## src/rtl/nws_pkg.sv

```systemverilog
package nws_pkg;

  typedef enum logic [2:0] {
    PH_IDLE,
    PH_CMD,
    PH_ADDR,
    PH_DATA,
    PH_CONF
  } phase_t;

  localparam logic [7:0] OP_PROG = 8'h80;
  localparam logic [7:0] OP_CONF = 8'h10;

  // First set bit of free, scanning upward from last+1 and wrapping.
  // Returns last when nothing is free.
  function automatic int unsigned rr_next(input logic [31:0] free,
                                          input int unsigned last,
                                          input int unsigned n);
    int unsigned idx;
    rr_next = last;
    for (int unsigned i = n; i >= 1; i--) begin
      idx = (last + i) % n;
      if (free[idx]) rr_next = idx;
    end
  endfunction

endpackage

```

## src/rtl/nws_rr_pick.sv

```systemverilog
module nws_rr_pick
  import nws_pkg::*;
#(
  parameter int N_DIES = 4,
  localparam int IW = $clog2(N_DIES)
) (
  input  logic [N_DIES-1:0] free_vec,
  input  logic [IW-1:0]     last_die,
  output logic              any_free,
  output logic [IW-1:0]     pick
);

  assign any_free = |free_vec;
  assign pick     = IW'(rr_next(32'(free_vec), int'(last_die), N_DIES));

endmodule

```

## src/rtl/nws_die_timer.sv

```systemverilog
module nws_die_timer #(
  parameter int PROG_CYCLES = 10000,
  localparam int CW = $clog2(PROG_CYCLES + 1)
) (
  input  logic clk,
  input  logic rst_n,
  input  logic load,
  output logic busy,
  output logic done
);

  logic [CW-1:0] remain;

  always_ff @(posedge clk) begin
    if (!rst_n)              remain <= '0;
    else if (load)           remain <= CW'(PROG_CYCLES);
    else if (remain != '0)   remain <= remain - 1'b1;
  end

  assign busy = (remain != '0);
  assign done = (remain == CW'(1));

endmodule

```

## src/rtl/nws_loader.sv

```systemverilog
module nws_loader
  import nws_pkg::*;
#(
  parameter int N_DIES     = 4,
  parameter int ADDR_BYTES = 3,
  parameter int PAGE_BYTES = 16,
  localparam int IW = $clog2(N_DIES),
  localparam int MAXB = (ADDR_BYTES > PAGE_BYTES) ? ADDR_BYTES : PAGE_BYTES,
  localparam int CW = $clog2(MAXB + 1)
) (
  input  logic                    clk,
  input  logic                    rst_n,
  input  logic                    accept,
  input  logic [IW-1:0]           pick,
  input  logic [ADDR_BYTES*8-1:0] req_addr,
  input  logic [7:0]              dat_byte,
  output phase_t                  phase,
  output logic [N_DIES-1:0]       die_sel,
  output logic [7:0]              bus_dq,
  output logic                    bus_cmd,
  output logic                    bus_addr,
  output logic                    dat_take
);

  phase_t                  ph;
  logic [CW-1:0]           cnt;
  logic [IW-1:0]           owner;
  logic [ADDR_BYTES*8-1:0] sreg;

  always_ff @(posedge clk) begin
    if (!rst_n) begin
      ph    <= PH_IDLE;
      cnt   <= '0;
      owner <= '0;
      sreg  <= '0;
    end else begin
      case (ph)
        PH_IDLE, PH_CONF: begin
          if (accept) begin
            ph    <= PH_CMD;
            owner <= pick;
            sreg  <= req_addr;
          end else begin
            ph <= PH_IDLE;
          end
        end
        PH_CMD: begin
          ph  <= PH_ADDR;
          cnt <= '0;
        end
        PH_ADDR: begin
          sreg <= sreg >> 8;
          if (cnt == CW'(ADDR_BYTES - 1)) begin
            ph  <= PH_DATA;
            cnt <= '0;
          end else begin
            cnt <= cnt + 1'b1;
          end
        end
        PH_DATA: begin
          if (cnt == CW'(PAGE_BYTES - 1)) ph <= PH_CONF;
          else                             cnt <= cnt + 1'b1;
        end
        default: ph <= PH_IDLE;
      endcase
    end
  end

  assign phase    = ph;
  assign die_sel  = (ph == PH_IDLE) ? '0 : (N_DIES'(1) << owner);
  assign bus_cmd  = (ph == PH_CMD) || (ph == PH_CONF);
  assign bus_addr = (ph == PH_ADDR);
  assign dat_take = (ph == PH_DATA);

  always_comb begin
    case (ph)
      PH_CMD:  bus_dq = OP_PROG;
      PH_ADDR: bus_dq = sreg[7:0];
      PH_DATA: bus_dq = dat_byte;
      PH_CONF: bus_dq = OP_CONF;
      default: bus_dq = 8'h00;
    endcase
  end

endmodule

```

## src/rtl/nws_wr_sched.sv

```systemverilog
module nws_wr_sched
  import nws_pkg::*;
#(
  parameter int N_DIES      = 4,
  parameter int ADDR_BYTES  = 3,
  parameter int PAGE_BYTES  = 16,
  parameter int PROG_CYCLES = 10000,
  localparam int IW = $clog2(N_DIES)
) (
  input  logic                    clk,
  input  logic                    rst_n,
  input  logic                    req_valid,
  output logic                    req_ready,
  input  logic [ADDR_BYTES*8-1:0] req_addr,
  input  logic [7:0]              dat_byte,
  output logic                    dat_take,
  output logic [7:0]              bus_dq,
  output logic                    bus_cmd,
  output logic                    bus_addr,
  output logic [N_DIES-1:0]       die_sel,
  output logic [N_DIES-1:0]       done_vec
);

  // Named internal events, used by the bound checker.
  phase_t            phase;
  logic [N_DIES-1:0] busy_vec;
  logic [N_DIES-1:0] free_vec;
  logic              any_free;
  logic [IW-1:0]     pick;
  logic [IW-1:0]     last_q;
  logic              can_take;
  logic              accept;
  logic              ld_start;
  logic              prog_start;

  assign free_vec   = ~busy_vec & ~die_sel;
  assign can_take   = (phase == PH_IDLE) || (phase == PH_CONF);
  assign req_ready  = can_take && any_free;
  assign accept     = req_valid && req_ready;
  assign ld_start   = (phase == PH_CMD);
  assign prog_start = (phase == PH_CONF);

  always_ff @(posedge clk) begin
    if (!rst_n)      last_q <= IW'(N_DIES - 1);
    else if (accept) last_q <= pick;
  end

  nws_rr_pick #(.N_DIES(N_DIES)) u_pick (
    .free_vec (free_vec),
    .last_die (last_q),
    .any_free (any_free),
    .pick     (pick)
  );

  nws_loader #(
    .N_DIES     (N_DIES),
    .ADDR_BYTES (ADDR_BYTES),
    .PAGE_BYTES (PAGE_BYTES)
  ) u_load (
    .clk      (clk),
    .rst_n    (rst_n),
    .accept   (accept),
    .pick     (pick),
    .req_addr (req_addr),
    .dat_byte (dat_byte),
    .phase    (phase),
    .die_sel  (die_sel),
    .bus_dq   (bus_dq),
    .bus_cmd  (bus_cmd),
    .bus_addr (bus_addr),
    .dat_take (dat_take)
  );

  for (genvar g = 0; g < N_DIES; g++) begin : g_die
    nws_die_timer #(.PROG_CYCLES(PROG_CYCLES)) u_tmr (
      .clk   (clk),
      .rst_n (rst_n),
      .load  (prog_start && die_sel[g]),
      .busy  (busy_vec[g]),
      .done  (done_vec[g])
    );
  end

endmodule

```

## config.mk

```make
export PLATFORM = sky130hd
export DESIGN_NAME = nws_wr_sched
export DESIGN_NICKNAME = d
export VERILOG_FILES = /design/src/rtl/nws_pkg.sv /design/src/rtl/nws_rr_pick.sv /design/src/rtl/nws_die_timer.sv /design/src/rtl/nws_loader.sv /design/src/rtl/nws_wr_sched.sv
export SDC_FILE = /design/constraint.sdc
export NUM_CORES = 1
export LEC_CHECK = 0
export BUFFER_PORTS_ARGS = -buffer_cell sky130_fd_sc_hd__buf_2
export CAP_MARGIN = 40
export CORE_MARGIN = 2
export CORE_UTILIZATION = 41
export CTS_CLUSTER_SIZE = 30
export DETAILED_ROUTE_END_ITERATION = 12
export GPL_ROUTABILITY_DRIVEN = 1
export PLACE_DENSITY = 0.59
export SYNTH_ARGS = -nofsm -noshare
export SYNTH_HDL_FRONTEND = slang
export SYNTH_HIERARCHICAL = 1
export SYNTH_SLANG_ARGS = --single-unit
```

## constraint.sdc

```tcl
create_clock -name clk -period 3.5 [get_ports clk]
set_clock_uncertainty 0.05 [all_clocks]
set_input_delay 0.35 -clock clk [delete_from_list [all_inputs] [get_ports clk]]
set_output_delay 0.35 -clock clk [all_outputs]
set_load 0.05 [all_outputs]
```

==> results by group <==
Timing
  – Max Slew Vio Count: 0
  – Final setup fails: 0
  – Final period demand of the worst path: 2980 ps
  – RSZ-0062 raised after global routing: false
  – Setup TNS: 0 ps
  – Slew headroom: 0.487
  – Worst slew pin tran: 769 ps
  – PnR worst setup slack: 518 ps
  – Fmax: 335 MHz
  – Period utilization: 0.852
  – Final hold vios: 0

Worst setup path
  – Worst R2R Path Depth: 13
  – Worst path bufs/invs: 3
  – Critical path origin: g_die[3].u_tmr/remain[0]$_SDFFE_PP0P_
  – CP Class: register to register
  – Required time of the critical path: 3680 ps
  – R2R setup slack: 520 ps
  – Reg2reg start: g_die[3].u_tmr/remain[0]$_SDFFE_PP0P_
  – Critical path's largest stage delay: 370 ps
  – Critical Path Sink Type: register
  – Cell Chain, Critical Path: inv_1 > ha_1 > nor3b_2 > buf_4 > nand4_2 > nor2_1 > nor2_1 > nand2_1 > and4bb_4 > or3b_1 > buf_4 > nand2_1 > a31oi_1
  – Crit start category: register
  – FF-to-FF End: u_load/sreg[2]$_SDFFE_PN0P_
  – Worst-path maximum fanout: 27
  – Crit path depth: 13
  – Critical path destination: u_load/sreg[2]$_SDFFE_PN0P_
  – Critical path arrival: 3160 ps
  – Top delay family on crit path: simple AND/OR/NAND/NOR gates
  – Critical-path top delay cell: dfxtp_1

Yosys
  – Synth Instances: 594
  – Synth Net Count: 640
  – Commonest cells post-synth: dfxtp_1, nand2_1, nor2_1
  – Ys flop type: dfxtp_1
  – Post-Syn Area: 0.00505 mm²
  – Synth warn: 6
  – Ranking of synthesized cells by area: dfxtp_1, nand2_1, a21oi_1
  – Seq cells post-synth: 92
  – Post-synth ARST share: 0
  – Synth area leader: dfxtp_1
  – Post-synthesis sequential area ratio: 0.365
  – Syn Area/Cell: 8.50 µm²
  – Area share of the largest cell type after synthesis: 0.365
  – Most frequent cell after synthesis: dfxtp_1
  – Post-synth EDFFs: 0
  – Number of library cell types mapped by synthesis: 61

Detailed routing
  – Vias: 4514
  – Per-cell routed wire length: 14.5 µm
  – Drt pass-1 iters: 4
  – Post-DR vias/cell: 5.66
  – # DRC: 0
  – First-iteration detailed-routing DRC count: 233
  – Drt total wl: 11600 µm
  – Post-DRT Antenna Nets: 0

Power
  – Power share of the clock group: 0.143
  – Logic pwr share: 0.558
  – P_int: 3.46 mW
  – Worst VDD drop: 473 µV
  – Leakage power total: 2.26 nW
  – Psw: 3.11 mW
  – PD cells: 1150 mW/mm²
  – Sw frac: 0.473
  – Register share of total power: 0.300

Placement
  – Placer Congestion: 0.782
  – Pre-CTS WS: 503 ps
  – IO buf count: 54
  – DP HPWL: 8200 µm

Layout
  – Layout cells sized above 1: 0.183
  – Nets: 691
  – Antenna cells: 0
  – Area grow syn2layout: 13.5%

CTS
  – Longest Clk Path Bufs: 2
  – Clock-pin slew on the worst setup and hold paths: 70 ps
  – CTS H-Tree Depth: 3
  – Clock Sinks: 92
  – Hold buffer count at cts: 0
  – Clk_lat worst skew: 350 ps
  – CTS tree: yes
  – Root Buffer: clkbuf_16
  – CTS Buf Count: 9
  – CTS resizes: 0
  – Setup Buffers After CTS: 0

Die
  – Placement Rows: 40
  – Chip width: 115 µm
  – # IOs: 55
  – Initial core utilization: 0.420
  – Die Height: 115 µm
  – DIE AREA: 0.0132 mm²
  – CORE AREA: 0.0120 mm²

Outcome
  – Status: complete, no violations

Global route
  – GR Util All Layers: 0.184
  – Initial antenna violation count: 0
  – Vias in the first global route: 4372
  – First-pass GRT wire length: 19900 µm
  – Largest net degree at the start of global routing: 44
  – Grt ovf: 0

Flow run
  – Max-cap violations: 0

Worst hold path
  – Hold crit path type: input port to register
worst min path at each step:
stage,startpoint,to,depth (start not counted)
4_1_cts,req_addr[19],u_load/sreg[19]$_SDFFE_PN0P_,3
2_1_floorplan,u_load/sreg[16]$_SDFFE_PN0P_,u_load/sreg[16]$_SDFFE_PN0P_,2
3_3_place_gp,u_load/sreg[19]$_SDFFE_PN0P_,u_load/sreg[19]$_SDFFE_PN0P_,2
5_1_grt,req_addr[22],u_load/sreg[22]$_SDFFE_PN0P_,3
3_5_place_dp,u_load/sreg[19]$_SDFFE_PN0P_,u_load/sreg[19]$_SDFFE_PN0P_,2
6_report,req_addr[23],u_load/sreg[23]$_SDFFE_PN0P_,3
registers in the layout (all words and copies together), names as in the netlist:
name and flops:
g_die.u_tmr/remain 56, last_q 2, u_load/cnt 5, u_load/owner 2
u_load/phase 3, u_load/sreg 24
per-stage QoR:
stage,power (mW),instance area [µm²],hold slack (ps),utilization,instances
CTS,6.60,5730,166,0.477,797
finish,6.57,5730,181,0.477,797
global placement,5.51,5430,395,0.452,780
global route,7.14,5730,182,0.477,797
floorplan,4.84,5050,383,-,594
detailed placement,5.63,5440,398,0.453,781
kinds of logic (layout without fill, tap and decap cells):
group,Yosys count,in the layout,synth area share
AOI/OAI and AO/OA,145,145,0.190
adders and majority gates,11,11,0.0273
xor gates and xnor gates,9,9,0.0156
DFF,92,92,0.365
and+or+nand+nor,282,282,0.339
buffers and inverters,45,101,0.0429
muxes,10,10,0.0201
metal layers:
| layer | GRT usage | share of wire | up-vias |
|---|---|---|---|
| met5 | 0 | 0 | - |
| li1 | - | - | 2288 |
| met3 | 0.0411 | 0.037 | 12 |
| met4 | 0.0699 | 0.015 | 0 |
| met2 | 0.301 | 0.46 | 77 |
| met1 | 0.236 | 0.49 | 2137 |
power by group through the flow:
stage          logic, mW  clock network, mW  registers [mW]
2_1_floorplan       2.97                  0            1.87
3_3_place_gp        3.55                  0            1.96
3_5_place_dp        3.65                  0            1.98
4_1_cts             3.67              0.976            1.96
5_1_grt             4.09               1.01            2.04
6_report            3.66              0.939            1.97
area by class of cell:
type | instances | area (µm²)
sequential | 92 | 1840
clock inverter | 7 | 58.8
tap | 147 | 184
multi-input combinational | 457 | 2990
timing repair buffer | 63 | 345
clock buffer | 9 | 225
inverter | 22 | 82.6
fill | 1158 | 6280
worst register-to-register path, cell delays in order (launching register included):
cell,delay [ps]
dfxtp_1,370
inv_1,80
ha_1,220
nor3b_2,190
buf_4,180
nand4_2,270
nor2_1,320
nor2_1,70
nand2_1,90
and4bb_4,270
or3b_1,350
buf_4,230
nand2_1,110
a31oi_1,80
cells in the final DEF (no fill, tap or decap), types with 13 or more instances in the layout:
| cell type | count |
|---|---|
| nand2b_1 | 15 |
| o21ai_0 | 25 |
| nand2_1 | 81 |
| inv_1 | 22 |
| a31oi_1 | 17 |
| buf_2 | 54 |
| nor3_1 | 14 |
| and3_1 | 13 |
| nor2_1 | 48 |
| dfxtp_1 | 92 |
| a21oi_1 | 38 |
(Power assumes the default switching activity.)
